File: src/rtl/usb_lsd_pkg.sv
// Package: shared types for the USB line state decoder.
// Assumes: nothing; only type definitions.
package usb_lsd_pkg;

    // Bus state code; the numeric values are visible on line_state_o.
    typedef enum logic [1:0] {
        LS_SE0 = 2'b00,
        LS_J   = 2'b01,
        LS_K   = 2'b10,
        LS_SE1 = 2'b11
    } line_state_t;

    // Progress of end-of-packet recognition.
    typedef enum logic [1:0] {
        EOP_NONE  = 2'b00,
        EOP_SAW0  = 2'b01,
        EOP_JHOLD = 2'b10
    } eop_state_t;

endpackage

File: src/rtl/usb_lsd_classify.sv
// Module: usb_lsd_classify
// Purely combinational mapping of the two line levels to a bus state.
// Assumes: dp/dm are already synchronised to clk; speed select is static.
module usb_lsd_classify
    import usb_lsd_pkg::*;
(
    input  logic        dp_i,
    input  logic        dm_i,
    input  logic        low_speed_i,
    output line_state_t state_o
);

    // Decode line pair; differential meaning flips with segment speed.
    always_comb begin
        unique case ({dp_i, dm_i})
            2'b00:   state_o = LS_SE0;
            2'b11:   state_o = LS_SE1;
            2'b01:   state_o = low_speed_i ? LS_J : LS_K;
            default: state_o = low_speed_i ? LS_K : LS_J;
        endcase
    end

endmodule

File: src/rtl/usb_lsd_idle_track.sv
// Module: usb_lsd_idle_track
// Counts consecutive J samples (saturating) to form the idle indication,
// and flags start-of-packet when K follows a full idle period.
// Assumes: stb_i is a single-cycle strobe; cur_i is valid when stb_i is high.
module usb_lsd_idle_track
    import usb_lsd_pkg::*;
#(
    parameter int IDLE_BITS = 2
) (
    input  logic        clk,
    input  logic        rst_n,
    input  logic        stb_i,
    input  line_state_t cur_i,
    output logic        idle_o,
    output logic        sop_o
);

    localparam int CNT_W = $clog2(IDLE_BITS + 1);
    localparam logic [CNT_W-1:0] CNT_MAX = CNT_W'(IDLE_BITS);

    logic [CNT_W-1:0] j_cnt;
    logic             idle_now;
    logic             sop_q;

    assign idle_now = (j_cnt >= CNT_MAX);

    // Track run length of J samples, cleared by any other state.
    always_ff @(posedge clk) begin
        if (!rst_n) begin
            j_cnt <= '0;
        end else if (stb_i) begin
            if (cur_i != LS_J) begin
                j_cnt <= '0;
            end else if (!idle_now) begin
                j_cnt <= j_cnt + 1'b1;
            end
        end
    end

    // Pulse start-of-packet when K arrives on an idle bus.
    always_ff @(posedge clk) begin
        if (!rst_n) begin
            sop_q <= 1'b0;
        end else begin
            sop_q <= stb_i && (cur_i == LS_K) && idle_now;
        end
    end

    assign idle_o = idle_now;
    assign sop_o  = sop_q;

endmodule

File: src/rtl/usb_lsd_eop_detect.sv
// Module: usb_lsd_eop_detect
// Recognises end-of-packet: at least one SE0 sample, then J. In strict mode
// the J must be held for a full bit (pulse on the following strobe); in
// early mode the first J sample completes it.
// Assumes: early_i is static between resets; stb_i is a single-cycle strobe.
module usb_lsd_eop_detect
    import usb_lsd_pkg::*;
(
    input  logic        clk,
    input  logic        rst_n,
    input  logic        stb_i,
    input  logic        early_i,
    input  line_state_t cur_i,
    output logic        eop_o
);

    eop_state_t state_q, state_d;
    logic       fire_d, eop_q;

    // Next-state and pulse decision for one sample.
    always_comb begin
        state_d = state_q;
        fire_d  = 1'b0;
        if (stb_i) begin
            unique case (state_q)
                EOP_NONE: begin
                    if (cur_i == LS_SE0) state_d = EOP_SAW0;
                end
                EOP_SAW0: begin
                    if (cur_i == LS_SE0) begin
                        state_d = EOP_SAW0;
                    end else if (cur_i == LS_J) begin
                        if (early_i) begin
                            fire_d  = 1'b1;
                            state_d = EOP_NONE;
                        end else begin
                            state_d = EOP_JHOLD;
                        end
                    end else begin
                        state_d = EOP_NONE;
                    end
                end
                EOP_JHOLD: begin
                    fire_d  = 1'b1;
                    state_d = (cur_i == LS_SE0) ? EOP_SAW0 : EOP_NONE;
                end
                default: state_d = EOP_NONE;
            endcase
        end
    end

    // Register state and the single-cycle pulse.
    always_ff @(posedge clk) begin
        if (!rst_n) begin
            state_q <= EOP_NONE;
            eop_q   <= 1'b0;
        end else begin
            state_q <= state_d;
            eop_q   <= fire_d;
        end
    end

    assign eop_o = eop_q;

endmodule

File: src/rtl/usb_line_state_decoder.sv
// Module: usb_line_state_decoder (top)
// Samples D+/D- on each bit strobe, publishes the registered bus state,
// SE1 error pulse, idle indication and framing pulses.
// Assumes: lines synchronised upstream; low_speed_i and eop_early_i change
// only while in reset; bit_stb_i is high for one cycle per bit time.
module usb_line_state_decoder
    import usb_lsd_pkg::*;
#(
    parameter int IDLE_BITS = 2
) (
    input  logic       clk,
    input  logic       rst_n,
    input  logic       dp_i,
    input  logic       dm_i,
    input  logic       low_speed_i,
    input  logic       eop_early_i,
    input  logic       bit_stb_i,
    output logic [1:0] line_state_o,
    output logic       idle_o,
    output logic       sop_o,
    output logic       eop_o,
    output logic       se1_err_o
);

    line_state_t cur_state;
    line_state_t line_q;
    logic        se1_q;

    usb_lsd_classify i_classify (
        .dp_i        (dp_i),
        .dm_i        (dm_i),
        .low_speed_i (low_speed_i),
        .state_o     (cur_state)
    );

    usb_lsd_idle_track #(
        .IDLE_BITS (IDLE_BITS)
    ) i_idle (
        .clk    (clk),
        .rst_n  (rst_n),
        .stb_i  (bit_stb_i),
        .cur_i  (cur_state),
        .idle_o (idle_o),
        .sop_o  (sop_o)
    );

    usb_lsd_eop_detect i_eop (
        .clk     (clk),
        .rst_n   (rst_n),
        .stb_i   (bit_stb_i),
        .early_i (eop_early_i),
        .cur_i   (cur_state),
        .eop_o   (eop_o)
    );

    // Hold the classified state of the latest sample.
    always_ff @(posedge clk) begin
        if (!rst_n) begin
            line_q <= LS_SE0;
        end else if (bit_stb_i) begin
            line_q <= cur_state;
        end
    end

    // Pulse the error flag for an illegal both-high sample.
    always_ff @(posedge clk) begin
        if (!rst_n) begin
            se1_q <= 1'b0;
        end else begin
            se1_q <= bit_stb_i && (cur_state == LS_SE1);
        end
    end

    assign line_state_o = line_q;
    assign se1_err_o    = se1_q;

endmodule

File: config.mk
export PLATFORM = sky130hd
export DESIGN_NAME = usb_line_state_decoder
export DESIGN_NICKNAME = d
export VERILOG_FILES = /design/src/rtl/usb_lsd_pkg.sv /design/src/rtl/usb_lsd_classify.sv /design/src/rtl/usb_lsd_idle_track.sv /design/src/rtl/usb_lsd_eop_detect.sv /design/src/rtl/usb_line_state_decoder.sv
export SDC_FILE = /design/constraint.sdc
export NUM_CORES = 1
export LEC_CHECK = 0
export ABC_AREA = 1
export BUFFER_PORTS_ARGS = -buffer_cell sky130_fd_sc_hd__buf_2
export CAP_MARGIN = 25
export CORE_AREA = 2 2 39 41
export DETAILED_ROUTE_END_ITERATION = 8
export DIE_AREA = 0 0 41 43
export GPL_ROUTABILITY_DRIVEN = 0
export PLACE_DENSITY_LB_ADDON = 0.3
export SKIP_CTS_REPAIR_TIMING = 1
export SYNTH_ARGS = -nofsm -noshare
export SYNTH_HDL_FRONTEND = slang
export SYNTH_SLANG_ARGS = --single-unit
File: constraint.sdc
create_clock -name clk -period 1.25 [get_ports clk]
set_input_delay 0.125 -clock clk [delete_from_list [all_inputs] [get_ports clk]]
set_output_delay 0.125 -clock clk [all_outputs]
set_load 0.05 [all_outputs]
==> run_results.csv, run 1 <==
group,metric,value,unit
grt,grtUsageTotal,14.9,%
power_and_ir_drop,power_leakage,0.353,nW
worst_hold_path,whs_path_depth,3,
detailed_routing,viasPerCell,4.56,
clock_tree,clock-sinks,9,
sta,layout_setup_ws,0.0221,ns
detailed_routing,routed_wl,1030,µm
yosys,synth_top_area_share,32.2,%
yosys,yosys-top-cells-count,"14 x inv_1, 13 x nand2_1, 9 x dfxtp_1",
die,die_area,1760,µm²
yosys,syn_nets,88,
critical_path,reg2reg_depth,9,
critical_path,critPathCaptureType,"primary output",
place,pre_cts_ws,0.0769,ns
critical_path,rr_endpoint,"i_idle.j_cnt[1]",
grt,grt_max_degree,11,
grt,grt_antenna_before_repair,0,
sta,post-route-period-util,98.2,%
worst_hold_path,min-delay-start,"dm_i",
place,detailed_place_hpwl,776,µm
yosys,ys_warn_count,0,
yosys,synth_area,559,µm²
sta,finalHoldViolCount,0,
yosys,synth_most_common_cell,"inv_1",
grt,first_global_vias,431,
clock_tree,clock_latency,0.26,ns
place,dp.cells,103,
die,coreArea,1380,µm²
sta,worst_slew_pin_slew,0.252,ns
yosys,synth-edff-count,0,
clock_tree,clockBufferDepth,2,
critical_path,reg2reg_from,"i_idle.j_cnt[0]",
detailed_routing,drc_errors,0,
cells_and_area,final_nets,106,
die,rows,14,
yosys,ys.flop_type,"dfxtp_1",
cells_and_area,diodes,0,
flow_run,drv_cap,0,
critical_path,worstPathRequired,1.12,ns
cells_and_area,syn_to_final_growth,27.5,%
clock_tree,cts_inserted_buffers,3,
yosys,postSynthRegisterBits,9,
yosys,netlist_instances,76,
critical_path,reg2reg_slack,0.09,ns
yosys,synthArstFlopShare,0,%
die,die_x,41,µm
yosys,avgSynthCellArea,7.36,µm²
clock_tree,cts_max_level,1,
sta,relSlewSlack,83.3,%
die,die_h,43,µm
cells_and_area,fin_area,713,µm²
detailed_routing,drt_iter0_drc,5,
clock_tree,cts.clk_slew.worst_paths,0.07,ns
worst_hold_path,hold_path.class,"in2reg",
yosys,synth_cell_types,21,
sta,setup_viol,0,
cells_and_area,final_core_util,51.5,%
detailed_routing,post_drt_wl_per_cell,9.47,µm
sta,hold_slack,0.121,ns
cells_and_area,final_layout_size_suffix_gt1_share,44.1,%
detailed_routing,drtPass1Iterations,4,
place,port_buffers,12,
clock_tree,cts-root-buf,"clkbuf_4",
critical_path,cp-start-kind,"register",
sta,rsz0062_at_grt,"yes",
critical_path,cp.arrival,1.10,ns
grt,grt_pass1_wl,1770,µm
yosys,synthTopCellsByArea,"dfxtp_1 32%, ha_1 11%, inv_1 9.4%, nand2_1 8.7%, nand3_2 5.4%",
cells_and_area,final_cells,109,
clock_tree,cts_tree,"done",
power_and_ir_drop,ir_drop,0.000704,V
sta,timing.fmax,814,MHz
detailed_routing,antenna_left,0,
power_and_ir_drop,powerDensity,1030,nW/µm²
yosys,yosysTopAreaCell,"dfxtp_1",
worst_hold_path,hold_end,"se1_err_o",
sta,fin_worst_skew,0.000158,ns
status,status,"complete, no violations",
sta,min_period,1.23,ns
yosys,seq_area_frac_synth,32.2,%
sta,drv_slew,0,
critical_path,critical_path_peak_fanout,2,
critical_path,critical_path_class,"reg2out",
grt,overflow,0,
place,place_area,632,µm²
detailed_routing,dr_total_vias,497,
die,ios,13,
die,start_util,40.4,%
[worst max-delay path by stage]
stage                startpoint               end  slack [ns]  depth (start not counted)
2_1_floorplan   i_idle.j_cnt[0]   i_idle.j_cnt[1]        0.02                          8
3_3_place_gp    i_idle.j_cnt[0]   i_idle.j_cnt[1]        0.10                          8
3_5_place_dp   i_eop.state_q[1]  i_eop.state_q[1]        0.08                          6
4_1_cts         i_idle.j_cnt[0]            idle_o       -0.17                          5
5_1_grt         i_idle.j_cnt[0]            idle_o       -0.03                          5
6_report        i_idle.j_cnt[0]            idle_o        0.02                          5
[registers in the layout, summed over array words and instances, names as in the netlist]
| name | count |
|---|---|
| i_eop.state_q | 2 |
| i_idle.j_cnt | 2 |
| line_state_o | 2 |
| i_eop.eop_o | 1 |
| i_idle.sop_o | 1 |
| se1_err_o | 1 |
[report_power, final]
| group | internal [mW] | switching [mW] | total, mW |
|---|---|---|---|
| sequential | 0.301 | 0.00979 | 0.311 |
| clock | 0.123 | 0.108 | 0.232 |
| combinational | 0.0725 | 0.116 | 0.189 |
[cells by family (layout without fill, tap and decap cells)]
logic type / after synthesis / in the layout / share of synthesized area (%)
adders and majority gates: 5 / 5 / 11.2
DFF: 9 / 9 / 32.2
and+or+nand+nor: 35 / 35 / 32.2
buffers and inverters: 19 / 36 / 13.4
AOI/OAI and AO/OA: 8 / 8 / 11.0
[per-stage QoR]
stage | setup TNS, ns | total power [mW]
global placement | 0 | 0.470
global route | -0.0354 | 0.777
CTS | -0.165 | 0.705
finish | 0 | 0.731
detailed placement | 0 | 0.472
floorplan | 0 | 0.437
[worst max-delay path, cell delays in order, from the launching register on]
cell and delay, ns:
dfxtp_2 0.33, inv_2 0.05, ha_4 0.15, nor2_4 0.11
inv_2 0.05, buf_8 0.14
[layout make-up]
| class | count | area [µm²] |
|---|---|---|
| multi-input cells | 48 | 329 |
| clock buffers | 4 | 26.3 |
| well taps | 16 | 20.0 |
| repair buffers | 14 | 85.1 |
| flip-flops and latches | 9 | 185 |
| fillers | 134 | 671 |
| inverters | 18 | 67.6 |
[per-layer routing]
layer  share of wire (%)  global-route usage, %  routed length, µm
met3                 4.9                   5.76                 51
met5                   0                      0                  0
met2                  52                   20.6                536
met1                  42                   18.4                431
met4                 1.2                   10.0                 12
[layout by cell type (no fill, tap or decap), types with 2 or more instances in the layout]
master	count
inv_2	6
a21oi_2	2
clkbuf_4	3
dfxtp_2	4
nand3_1	5
buf_4	2
nor2_1	6
ha_2	2
buf_2	11
dfxtp_1	5
inv_1	12
nand3_2	3
a21oi_1	2
ha_1	2
nand2_1	13
nand2_2	2
Power figures use the tool's default switching activity.
==> run 2, diff against run 1 <==
ABC_AREA = not set   (was 1)
CAP_MARGIN = 20   (was 25)
==> run 2 against run 1 <==
The run now ends with setup timing left. Clock skew up 0.0016 ns. Critical path depth stayed put. Non-clock buffer count increased by 3. Register-to-register slack worse by 0.16 ns. Die area unchanged. Final cell count fell by 17%. Hold slack gained 0.030 ns. Sequential cell count did not move. Core utilization decreased by 0.18 points. Fmax shrank 14%. Sequential share of layout area increased by 0.091 points. Critical path type unchanged. Highest routed layer unchanged.
==> run_results.csv, run 2 <==
group,metric,value,unit
status,status,"finished, violations left",
status,violations,"setup timing",
critical_path,crit_chain,"inv_2 > ha_4 > buf_6 > or2_4 > buf_8",
die,start_util,36.9,%
grt,overflow,0,
sta,hold_slack,0.151,ns
yosys,netlist_instances,56,
sta,post-route-period-util,114,%
die,rows,14,
cells_and_area,diodes,0,
cells_and_area,layout_commonest_cell,"buf_2",
sta,finalHoldViolCount,0,
detailed_routing,viasPerCell,5.34,
grt,grt_max_degree,15,
place,detailed_place_hpwl,758,µm
power_and_ir_drop,power_leakage,0.310,nW
sta,min_period,1.43,ns
detailed_routing,post_drt_wl_per_cell,12.1,µm
yosys,seq_area_frac_synth,35.3,%
yosys,postSynthRegisterBits,9,
yosys,yosysTopAreaCell,"dfxtp_1",
critical_path,critical_path_peak_fanout,3,
power_and_ir_drop,fin_total_pwr,0.682,mW
cells_and_area,final_cells,91,
critical_path,cp-start-kind,"register",
flow_run,drv_cap,0,
clock_tree,cts_inserted_buffers,3,
die,ios,13,
yosys,synth-edff-count,0,
grt,grt_antenna_before_repair,0,
sta,rsz0062_at_grt,"yes",
clock_tree,clockBufferDepth,2,
detailed_routing,drtPass1Iterations,4,
sta,relSlewSlack,83.7,%
critical_path,cp.arrival,1.30,ns
detailed_routing,drt_iter0_drc,5,
sta,drv_slew,0,
critical_path,critical_path_class,"reg2out",
sta,worst_slew_pin_slew,0.247,ns
grt,grt_pass1_wl,1730,µm
detailed_routing,antenna_left,0,
yosys,synth_top_area_share,35.3,%
place,dp.cells,87,
cells_and_area,syn_to_final_growth,39.2,%
yosys,syn_nets,68,
yosys,yosys-top-cells-count,"9 x dfxtp_1, 5 x ha_1, 5 x o21ai_0",
sta,timing.fmax,699,MHz
place,pre_cts_ws,-0.130,ns
yosys,ys_warn_count,0,
yosys,synthTopCellsByArea,"dfxtp_1 35%, ha_1 12%, o21ai_0 4.9%, mux2i_1 3.9%, nand4_1 3.7%",
clock_tree,cts-root-buf,"clkbuf_4",
critical_path,worstPathRequired,1.12,ns
detailed_routing,dr_total_vias,486,
grt,grtUsageTotal,15.3,%
sta,setup_viol,2,
clock_tree,clock-sinks,9,
detailed_routing,drc_errors,0,
sta,layout_setup_ws,-0.180,ns
die,die_x,41,µm
clock_tree,clock_latency,0.26,ns
clock_tree,cts_tree,"done",
power_and_ir_drop,powerDensity,960,nW/µm²
clock_tree,cts_max_level,1,
yosys,synthArstFlopShare,0,%
critical_path,cpPeakStageDelay,0.34,ns
yosys,synth_cell_types,27,
power_and_ir_drop,ir_drop,0.000529,V
die,die_h,43,µm
cells_and_area,layout_common_cells,"11 x buf_2, 5 x dfxtp_1",
sta,tns,-0.245,ns
die,coreArea,1380,µm²
cells_and_area,final_layout_size_suffix_gt1_share,46.7,%
die,die_area,1760,µm²
detailed_routing,routed_wl,1100,µm
critical_path,critPathCaptureType,"primary output",
yosys,synth_area,510,µm²
sta,fin_worst_skew,0.00177,ns
yosys,ys.flop_type,"dfxtp_1",
place,port_buffers,12,
clock_tree,cts.clk_slew.worst_paths,0.06,ns
critical_path,cpMaxStageDelayCell,"dfxtp_2",
yosys,synth_most_common_cell,"dfxtp_1",
grt,first_global_vias,425,
worst_hold_path,hold_path.class,"in2reg",
cells_and_area,final_nets,88,
yosys,avgSynthCellArea,9.12,µm²
## run 2: path summary, 6_finish.rpt
check | startpoint | endpoint | slack [ns] | cells past startpoint
worst max register to register | i_idle.j_cnt[0] | i_idle.j_cnt[0] | -0.07 | 5
worst max-delay path | i_idle.j_cnt[0] | idle_o | -0.18 | 5
worst min-delay path | eop_early_i | i_eop.eop_o | 0.15 | 3
worst min register to register | line_state_o[0] | line_state_o[0] | 0.53 | 2
## run 2: power breakdown
part | leakage, nW | switching (mW) | internal (mW)
sequential | 0.0752 | 0.00691 | 0.299
combinational | 0.220 | 0.0874 | 0.0613
clock | 0.0150 | 0.104 | 0.123
total | 0.310 | 0.199 | 0.483
## run 2: layout make-up
type,count,area (µm²)
tap,16,20.0
sequential,9,185
fill,131,673
inverter,3,11.3
timing repair buffer,17,111
multi-input combinational,42,357
clock buffer,4,26.3
## run 2: per-stage QoR
stage	instance area [µm²]	utilization, %
after floorplan	513	-
after global placement	623	45.0
after detailed placement	623	45.0
after CTS	649	46.9
after global routing	711	51.4
final	711	51.4
## run 2: kinds of logic after synthesis
logic type,share of synthesized area [%]
adder cells (fa/ha/maj),12.3
AND/OR/NAND/NOR,24.0
flip-flops,35.3
buffers and inverters,3.68
multiplexers,3.92
AO/OA/AOI/OAI,20.8
## run 2: critical path: cells and delay by family (launching register included)
| family | cells | cell delay (ns) |
|---|---|---|
| adders and majority gates | 1 | 0.15 |
| buffers and inverters | 3 | 0.31 |
| DFF | 1 | 0.34 |
| and+or+nand+nor | 1 | 0.25 |
## run 2: routing by layer
metal	vias up	GRT usage, %	share of wire (%)
met2	12	22.2	48
met3	2	9.42	6.6
met1	226	16.6	44
li1	246	-	-
met5	-	0	0
met4	0	8.00	0.73
